--- src/rtl/vaseg_pkg.sv ---
package vaseg_pkg;

    typedef enum logic [1:0] {
        RES_DIRECT = 2'b00,
        RES_TLB    = 2'b01,
        RES_ADEL   = 2'b10,
        RES_ADES   = 2'b11
    } vaseg_res_e;

    typedef enum logic [2:0] {
        RG_ERL_LOW,
        RG_PHYS_WIN,
        RG_KDIRECT,
        RG_MAPPED,
        RG_BAD
    } vaseg_region_e;

    localparam logic [1:0] PRIV_KERNEL = 2'b00;
    localparam logic [1:0] PRIV_SUPER  = 2'b01;
    localparam logic [1:0] PRIV_USER   = 2'b10;

endpackage

--- src/rtl/vaseg_mode.sv ---
// Resolves the effective privilege state and the width enable that applies.
module vaseg_mode
    import vaseg_pkg::*;
(
    input  logic [1:0] mode_i,
    input  logic       exl_i,
    input  logic       erl_i,
    input  logic       ux_i,
    input  logic       kx_i,
    output logic       is_kernel_o,
    output logic       is_user_o,
    output logic       is_bad_o,
    output logic       wide_o
);

    always_comb begin
        is_kernel_o = 1'b0;
        is_user_o   = 1'b0;
        is_bad_o    = 1'b0;
        if (exl_i || erl_i) begin
            is_kernel_o = 1'b1;
        end else begin
            unique case (mode_i)
                PRIV_KERNEL: is_kernel_o = 1'b1;
                PRIV_USER:   is_user_o   = 1'b1;
                default:     is_bad_o    = 1'b1;
            endcase
        end
    end

    always_comb begin
        if (is_kernel_o)
            wide_o = kx_i;
        else if (is_user_o)
            wide_o = ux_i;
        else
            wide_o = 1'b0;
    end

endmodule

--- src/rtl/vaseg_norm.sv ---
// Narrows the address to a sign-extended 32-bit value when wide mode is off
// and compares it against the user region top.
module vaseg_norm #(
    parameter int VA_W      = 64,
    parameter int NARROW_W  = 32,
    parameter int WIDE_USER = 40
) (
    input  logic [VA_W-1:0] va_i,
    input  logic            wide_i,
    output logic [VA_W-1:0] va_n_o,
    output logic            in_user_o
);

    localparam int EXT_W = VA_W - NARROW_W;

    localparam logic [VA_W-1:0] TOP_NARROW =
        {{(EXT_W+1){1'b0}}, {(NARROW_W-1){1'b1}}};
    localparam logic [VA_W-1:0] TOP_WIDE =
        {{(VA_W-WIDE_USER){1'b0}}, {WIDE_USER{1'b1}}};

    logic [VA_W-1:0] top;

    always_comb begin
        if (wide_i) begin
            va_n_o = va_i;
            top    = TOP_WIDE;
        end else begin
            va_n_o = {{EXT_W{va_i[NARROW_W-1]}}, va_i[NARROW_W-1:0]};
            top    = TOP_NARROW;
        end
        in_user_o = (va_n_o <= top);
    end

endmodule

--- src/rtl/vaseg_region.sv ---
// Priority chain that picks a region, then a region-to-result output map.
module vaseg_region
    import vaseg_pkg::*;
#(
    parameter int VA_W     = 64,
    parameter int PA_W     = 64,
    parameter int PHYS_BITS = 44,
    parameter int KDIR_BITS = 29,
    parameter int ERL_BITS  = 31
) (
    input  logic [VA_W-1:0] va_raw_i,
    input  logic [VA_W-1:0] va_n_i,
    input  logic            in_user_i,
    input  logic            is_kernel_i,
    input  logic            is_bad_i,
    input  logic            erl_i,
    input  logic            wr_i,
    output vaseg_res_e      res_o,
    output logic [PA_W-1:0] pa_o
);

    localparam logic [VA_W-1:0] ERL_TOP = {{(VA_W-ERL_BITS){1'b0}}, {ERL_BITS{1'b1}}};
    localparam logic [VA_W-1:0] KD_LO   = {{(VA_W-31){1'b1}}, 31'b0};
    localparam logic [VA_W-1:0] KD_HI   = {{(VA_W-31){1'b1}}, 1'b0, {30{1'b1}}};

    logic          hit_erl;
    logic          hit_phys;
    logic          hit_kdir;
    vaseg_region_e region;

    assign hit_erl  = is_kernel_i && erl_i && (va_raw_i <= ERL_TOP);
    assign hit_phys = is_kernel_i && (va_raw_i[VA_W-1 -: 2] == 2'b10);
    assign hit_kdir = is_kernel_i && (va_n_i >= KD_LO) && (va_n_i <= KD_HI);

    // region selection
    always_comb begin
        if (is_bad_i)
            region = RG_BAD;
        else if (hit_erl)
            region = RG_ERL_LOW;
        else if (hit_phys)
            region = RG_PHYS_WIN;
        else if (in_user_i)
            region = RG_MAPPED;
        else if (hit_kdir)
            region = RG_KDIRECT;
        else if (is_kernel_i)
            region = RG_MAPPED;
        else
            region = RG_BAD;
    end

    // region to result
    always_comb begin
        res_o = RES_TLB;
        pa_o  = '0;
        unique case (region)
            RG_ERL_LOW: begin
                res_o = RES_DIRECT;
                pa_o[ERL_BITS-1:0] = va_raw_i[ERL_BITS-1:0];
            end
            RG_PHYS_WIN: begin
                res_o = RES_DIRECT;
                pa_o[PHYS_BITS-1:0] = va_raw_i[PHYS_BITS-1:0];
            end
            RG_KDIRECT: begin
                res_o = RES_DIRECT;
                pa_o[KDIR_BITS-1:0] = va_n_i[KDIR_BITS-1:0];
            end
            RG_MAPPED: res_o = RES_TLB;
            RG_BAD:    res_o = wr_i ? RES_ADES : RES_ADEL;
            default:   res_o = wr_i ? RES_ADES : RES_ADEL;
        endcase
    end

endmodule

--- src/rtl/vaseg_decoder.sv ---
module vaseg_decoder
    import vaseg_pkg::*;
#(
    parameter int VA_W      = 64,
    parameter int PA_W      = 64,
    parameter int NARROW_W  = 32,
    parameter int WIDE_USER = 40,
    parameter int PHYS_BITS = 44,
    parameter int KDIR_BITS = 29,
    parameter int ERL_BITS  = 31
) (
    input  logic            clk,
    input  logic            rst_n,
    input  logic [VA_W-1:0] va_i,
    input  logic            wr_i,
    input  logic [1:0]      mode_i,
    input  logic            exl_i,
    input  logic            erl_i,
    input  logic            ux_i,
    input  logic            kx_i,
    output logic [1:0]      res_o,
    output logic [PA_W-1:0] pa_o
);

    logic            is_kernel;
    logic            is_user;
    logic            is_bad;
    logic            wide;
    logic [VA_W-1:0] va_n;
    logic            in_user;
    vaseg_res_e      res_c;
    logic [PA_W-1:0] pa_c;
    vaseg_res_e      res_q;
    logic [PA_W-1:0] pa_q;

    vaseg_mode u_mode (
        .mode_i      (mode_i),
        .exl_i       (exl_i),
        .erl_i       (erl_i),
        .ux_i        (ux_i),
        .kx_i        (kx_i),
        .is_kernel_o (is_kernel),
        .is_user_o   (is_user),
        .is_bad_o    (is_bad),
        .wide_o      (wide)
    );

    vaseg_norm #(
        .VA_W      (VA_W),
        .NARROW_W  (NARROW_W),
        .WIDE_USER (WIDE_USER)
    ) u_norm (
        .va_i      (va_i),
        .wide_i    (wide),
        .va_n_o    (va_n),
        .in_user_o (in_user)
    );

    vaseg_region #(
        .VA_W      (VA_W),
        .PA_W      (PA_W),
        .PHYS_BITS (PHYS_BITS),
        .KDIR_BITS (KDIR_BITS),
        .ERL_BITS  (ERL_BITS)
    ) u_region (
        .va_raw_i    (va_i),
        .va_n_i      (va_n),
        .in_user_i   (in_user && (is_user || is_kernel)),
        .is_kernel_i (is_kernel),
        .is_bad_i    (is_bad),
        .erl_i       (erl_i),
        .wr_i        (wr_i),
        .res_o       (res_c),
        .pa_o        (pa_c)
    );

    always_ff @(posedge clk or negedge rst_n) begin
        if (!rst_n) begin
            res_q <= RES_TLB;
            pa_q  <= '0;
        end else begin
            res_q <= res_c;
            pa_q  <= pa_c;
        end
    end

    assign res_o = res_q;
    assign pa_o  = pa_q;

endmodule

--- config.mk ---
export PLATFORM = sky130hd
export DESIGN_NAME = vaseg_decoder
export DESIGN_NICKNAME = d
export VERILOG_FILES = /design/src/rtl/vaseg_pkg.sv /design/src/rtl/vaseg_mode.sv /design/src/rtl/vaseg_norm.sv /design/src/rtl/vaseg_region.sv /design/src/rtl/vaseg_decoder.sv
export SDC_FILE = /design/constraint.sdc
export NUM_CORES = 1
export LEC_CHECK = 0
export BUFFER_PORTS_ARGS = -buffer_cell sky130_fd_sc_hd__buf_2
export CAP_MARGIN = 20
export CORE_ASPECT_RATIO = 1.2
export CORE_MARGIN = 1
export CORE_UTILIZATION = 45
export CTS_BUF_LIST = sky130_fd_sc_hd__clkbuf_2
export DETAILED_ROUTE_END_ITERATION = 16
export HOLD_SLACK_MARGIN = 0.06
export PLACE_DENSITY = 0.85
export SLEW_MARGIN = 0
export SYNTH_ARGS = -nofsm -noshare
export SYNTH_HDL_FRONTEND = slang
export SYNTH_SLANG_ARGS = --single-unit
--- constraint.sdc ---
create_clock -name clk -period 0.8 [get_ports clk]
set_clock_uncertainty 0.1 [all_clocks]
set_input_delay 0.08 -clock clk [delete_from_list [all_inputs] [get_ports clk]]
set_output_delay 0.08 -clock clk [all_outputs]
set_load 0.01 [all_outputs]
==> reports/qor.csv <==
metric,value,unit
Setup WS pre-CTS,-1.67,ns
top_reg_cell synth,dfrtp_1,
Final Util,87.4,%
Rows,28,
"area leader, netlist",dfrtp_1,
Area growth syn-to-layout,85.8,%
clock sink total,46,
CP Class,primary input to flip-flop,
Worst Setup End Kind,flip-flop,
share of layout cells above drive strength 1,56.6,%
Congestion Overflow GR,0,
mux cell area share after synthesis,0,%
P_int,3.99,mW
CP Launch Type,primary input,
Placer Congestion,0.793,
die area,5460,um2
initial antenna violation count,0,
Tmin final,2.22,ns
Post-Synth Simple-Gate Area,15.2,%
die height,80.7,um
top sig layer,met4,
Synth Cell Area,2320,um2
crit path max fanout,17,
# Max-Cap Violations,0,
nets@finish,490,
Fmax achieved,451,MHz
Max Root-Sink Buffers,2,
P_sw,1.86,mW
max incr delay on CP,0.46,ns
slowest cell on the critical path,or4_4,
Synth area leaders,"dfrtp_1, a211oi_2, buf_4",
Async SR Flop Fraction,100,%
Overall Global Routing Usage,32.4,%
power per standard cell area,1350,nW/um2
largest net degree at the start of global routing,26,
CTS Hold Bufs,46,
drt first pass iters,7,
Num CTS Buffers,5,
# port buffers,118,
# DRC,0,
Hold Slack,0.0359,ns
Final Hold Vio Count,0,
Met3 Wirelength,1390,um
share of Yosys cell area claimed by the top area cell type,48.5,%
worst path cell trace,buf_8 > nor4bb_4 > a221oi_4 > ha_1 > nand4_1 > or4_4 > o221ai_4 > buf_4 > a31oi_4 > buf_12 > a211oi_2,
WP data required,1.08,ns
logic gate share of total power,32.9,%
clock slew at reported path FFs,0.25,ns
Yosys warnings,0,
H-tree levels,2,
cell area after layout,4320,um2
final setup fails,92,
"Cell Area, Placed",3290,um2
sequential-to-total area share from yosys stat,49.6,%
Yosys reg bits,46,
Total Wirelength,11800,um
Max VDD drop,1490,uV
Syn Inst Count,203,
Met2 Routed Length,5620,um
most frequent cell after synthesis,dfrtp_1,
adder-cell share of the synthesized area,0.539,%
"EDFF count, synth",0,
CTS root buffer,clkbuf_2,
Initial Util,47.0,%
Die W,67.6,um
Lkg Pwr,2.18,nW
final slew viol count,0,
HP Class,primary input to asynchronous set/reset pin,
vias in the first global route,2676,
Clock Power Share,23.3,%
Final HPWL DP,4800,um
Flop pwr share,43.7,%
core area,4940,um2
wl on met1,3880,um
"Arr. time, crit path",2.49,ns
first-pass GRT wire length,12700,um
largest family of logic cells by synthesized area,compound AO/OA/AOI/OAI gates,
final setup margin,-1.42,ns
Switching Share,31.7,%
Synth top cells by count,"dfrtp_1, inv_1, a211oi_2, buf_4, nand4_1",
RSZ-0062 raised after global routing,yes,
failing checks,setup timing,
Synth Area in XOR/XNOR,0,%
remaining antenna violation count,0,
syn_area_per_cell,11.4,um2
DR vias/cell,6.05,
post-synthesis compound-gate area fraction,20.1,%
post-route clock period utilization,277,%
via count,2894,
io pins,139,
count of cell types in the netlist,32,
CTS tree,built,
Pwr Total,5.85,mW
initial drt markers,413,
status,"complete, but fails checks",
mean routed wirelength per cell,24.7,um
-- cell type report --
type	instances	area, um2
antenna	1	2.50
clock buffer	6	30.0
clock inverter	2	37.5
fill	196	623
inverter	31	116
multi-input combinational	115	1110
sequential	46	1150
tap	60	75.1
timing repair buffer	217	1790
-- kinds of logic after synthesis --
group | Yosys count
other cells | 1
buf+inv | 61
compound gates | 39
simple gates | 55
fa+ha+maj | 1
flops | 46
-- registers in the layout (all words and copies together), names as in the netlist --
register,flops
pa_o,44
res_o,2
-- metrics by stage --
step | instances | setup TNS [ns]
global placement | 410 | -58.34
CTS | 469 | -52.90
finish | 478 | -63.70
detailed placement | 410 | -60.35
floorplan | 222 | -43.60
global route | 477 | -67.70
-- placed cells by master, fill, tap and decap left out, types with 6 or more instances in the layout --
cell type	instances
a211oi_2	27
dlygate4sd3_1	46
buf_6	35
clkbuf_2	6
and2_4	9
conb_1	20
buf_2	91
inv_1	31
dfrtp_1	45
buf_4	34
nand4_1	16
-- layer usage --
layer / vias up / global-route usage, %
met5: - / 0
met4: 0 / 23.0
met3: 96 / 7.95
met2: 303 / 58.8
met1: 1392 / 30.8
li1: 1103 / -
-- worst max path at each step --
stage,cells after the start,from,slack (ns),to
2_1_floorplan,9,exl_i,-1.32,pa_o[10]
3_3_place_gp,10,exl_i,-1.59,pa_o[19]
3_5_place_dp,10,exl_i,-1.67,pa_o[16]
4_1_cts,10,exl_i,-1.13,pa_o[23]
5_1_grt,11,exl_i,-1.47,pa_o[10]
6_report,11,exl_i,-1.42,pa_o[20]
-- worst max-delay path: cells and delay by family --
family / cells / cell delay [ns]
buffers and inverters: 3 / 0.45
AND/OR/NAND/NOR: 3 / 0.94
AO/OA/AOI/OAI: 4 / 0.70
adder cells (fa/ha/maj): 1 / 0.31
-- power by group through the flow --
stage | clock (mW) | sequential, mW | combinational, mW
2_1_floorplan | 0 | 2.64 | 0.553
3_3_place_gp | 0 | 2.56 | 1.23
3_5_place_dp | 0 | 2.56 | 1.26
4_1_cts | 1.29 | 2.52 | 1.52
5_1_grt | 1.47 | 2.57 | 2.00
6_report | 1.36 | 2.56 | 1.93
-- what timing repair did --
action,CTS,global route
pin swaps,1,29
cloned,2,4
gates resized for setup,20,55
endpoints found under the setup margin,92,92
endpoints found under the hold margin,91,4
setup buffers,3,4
(Power assumes the default switching activity.)
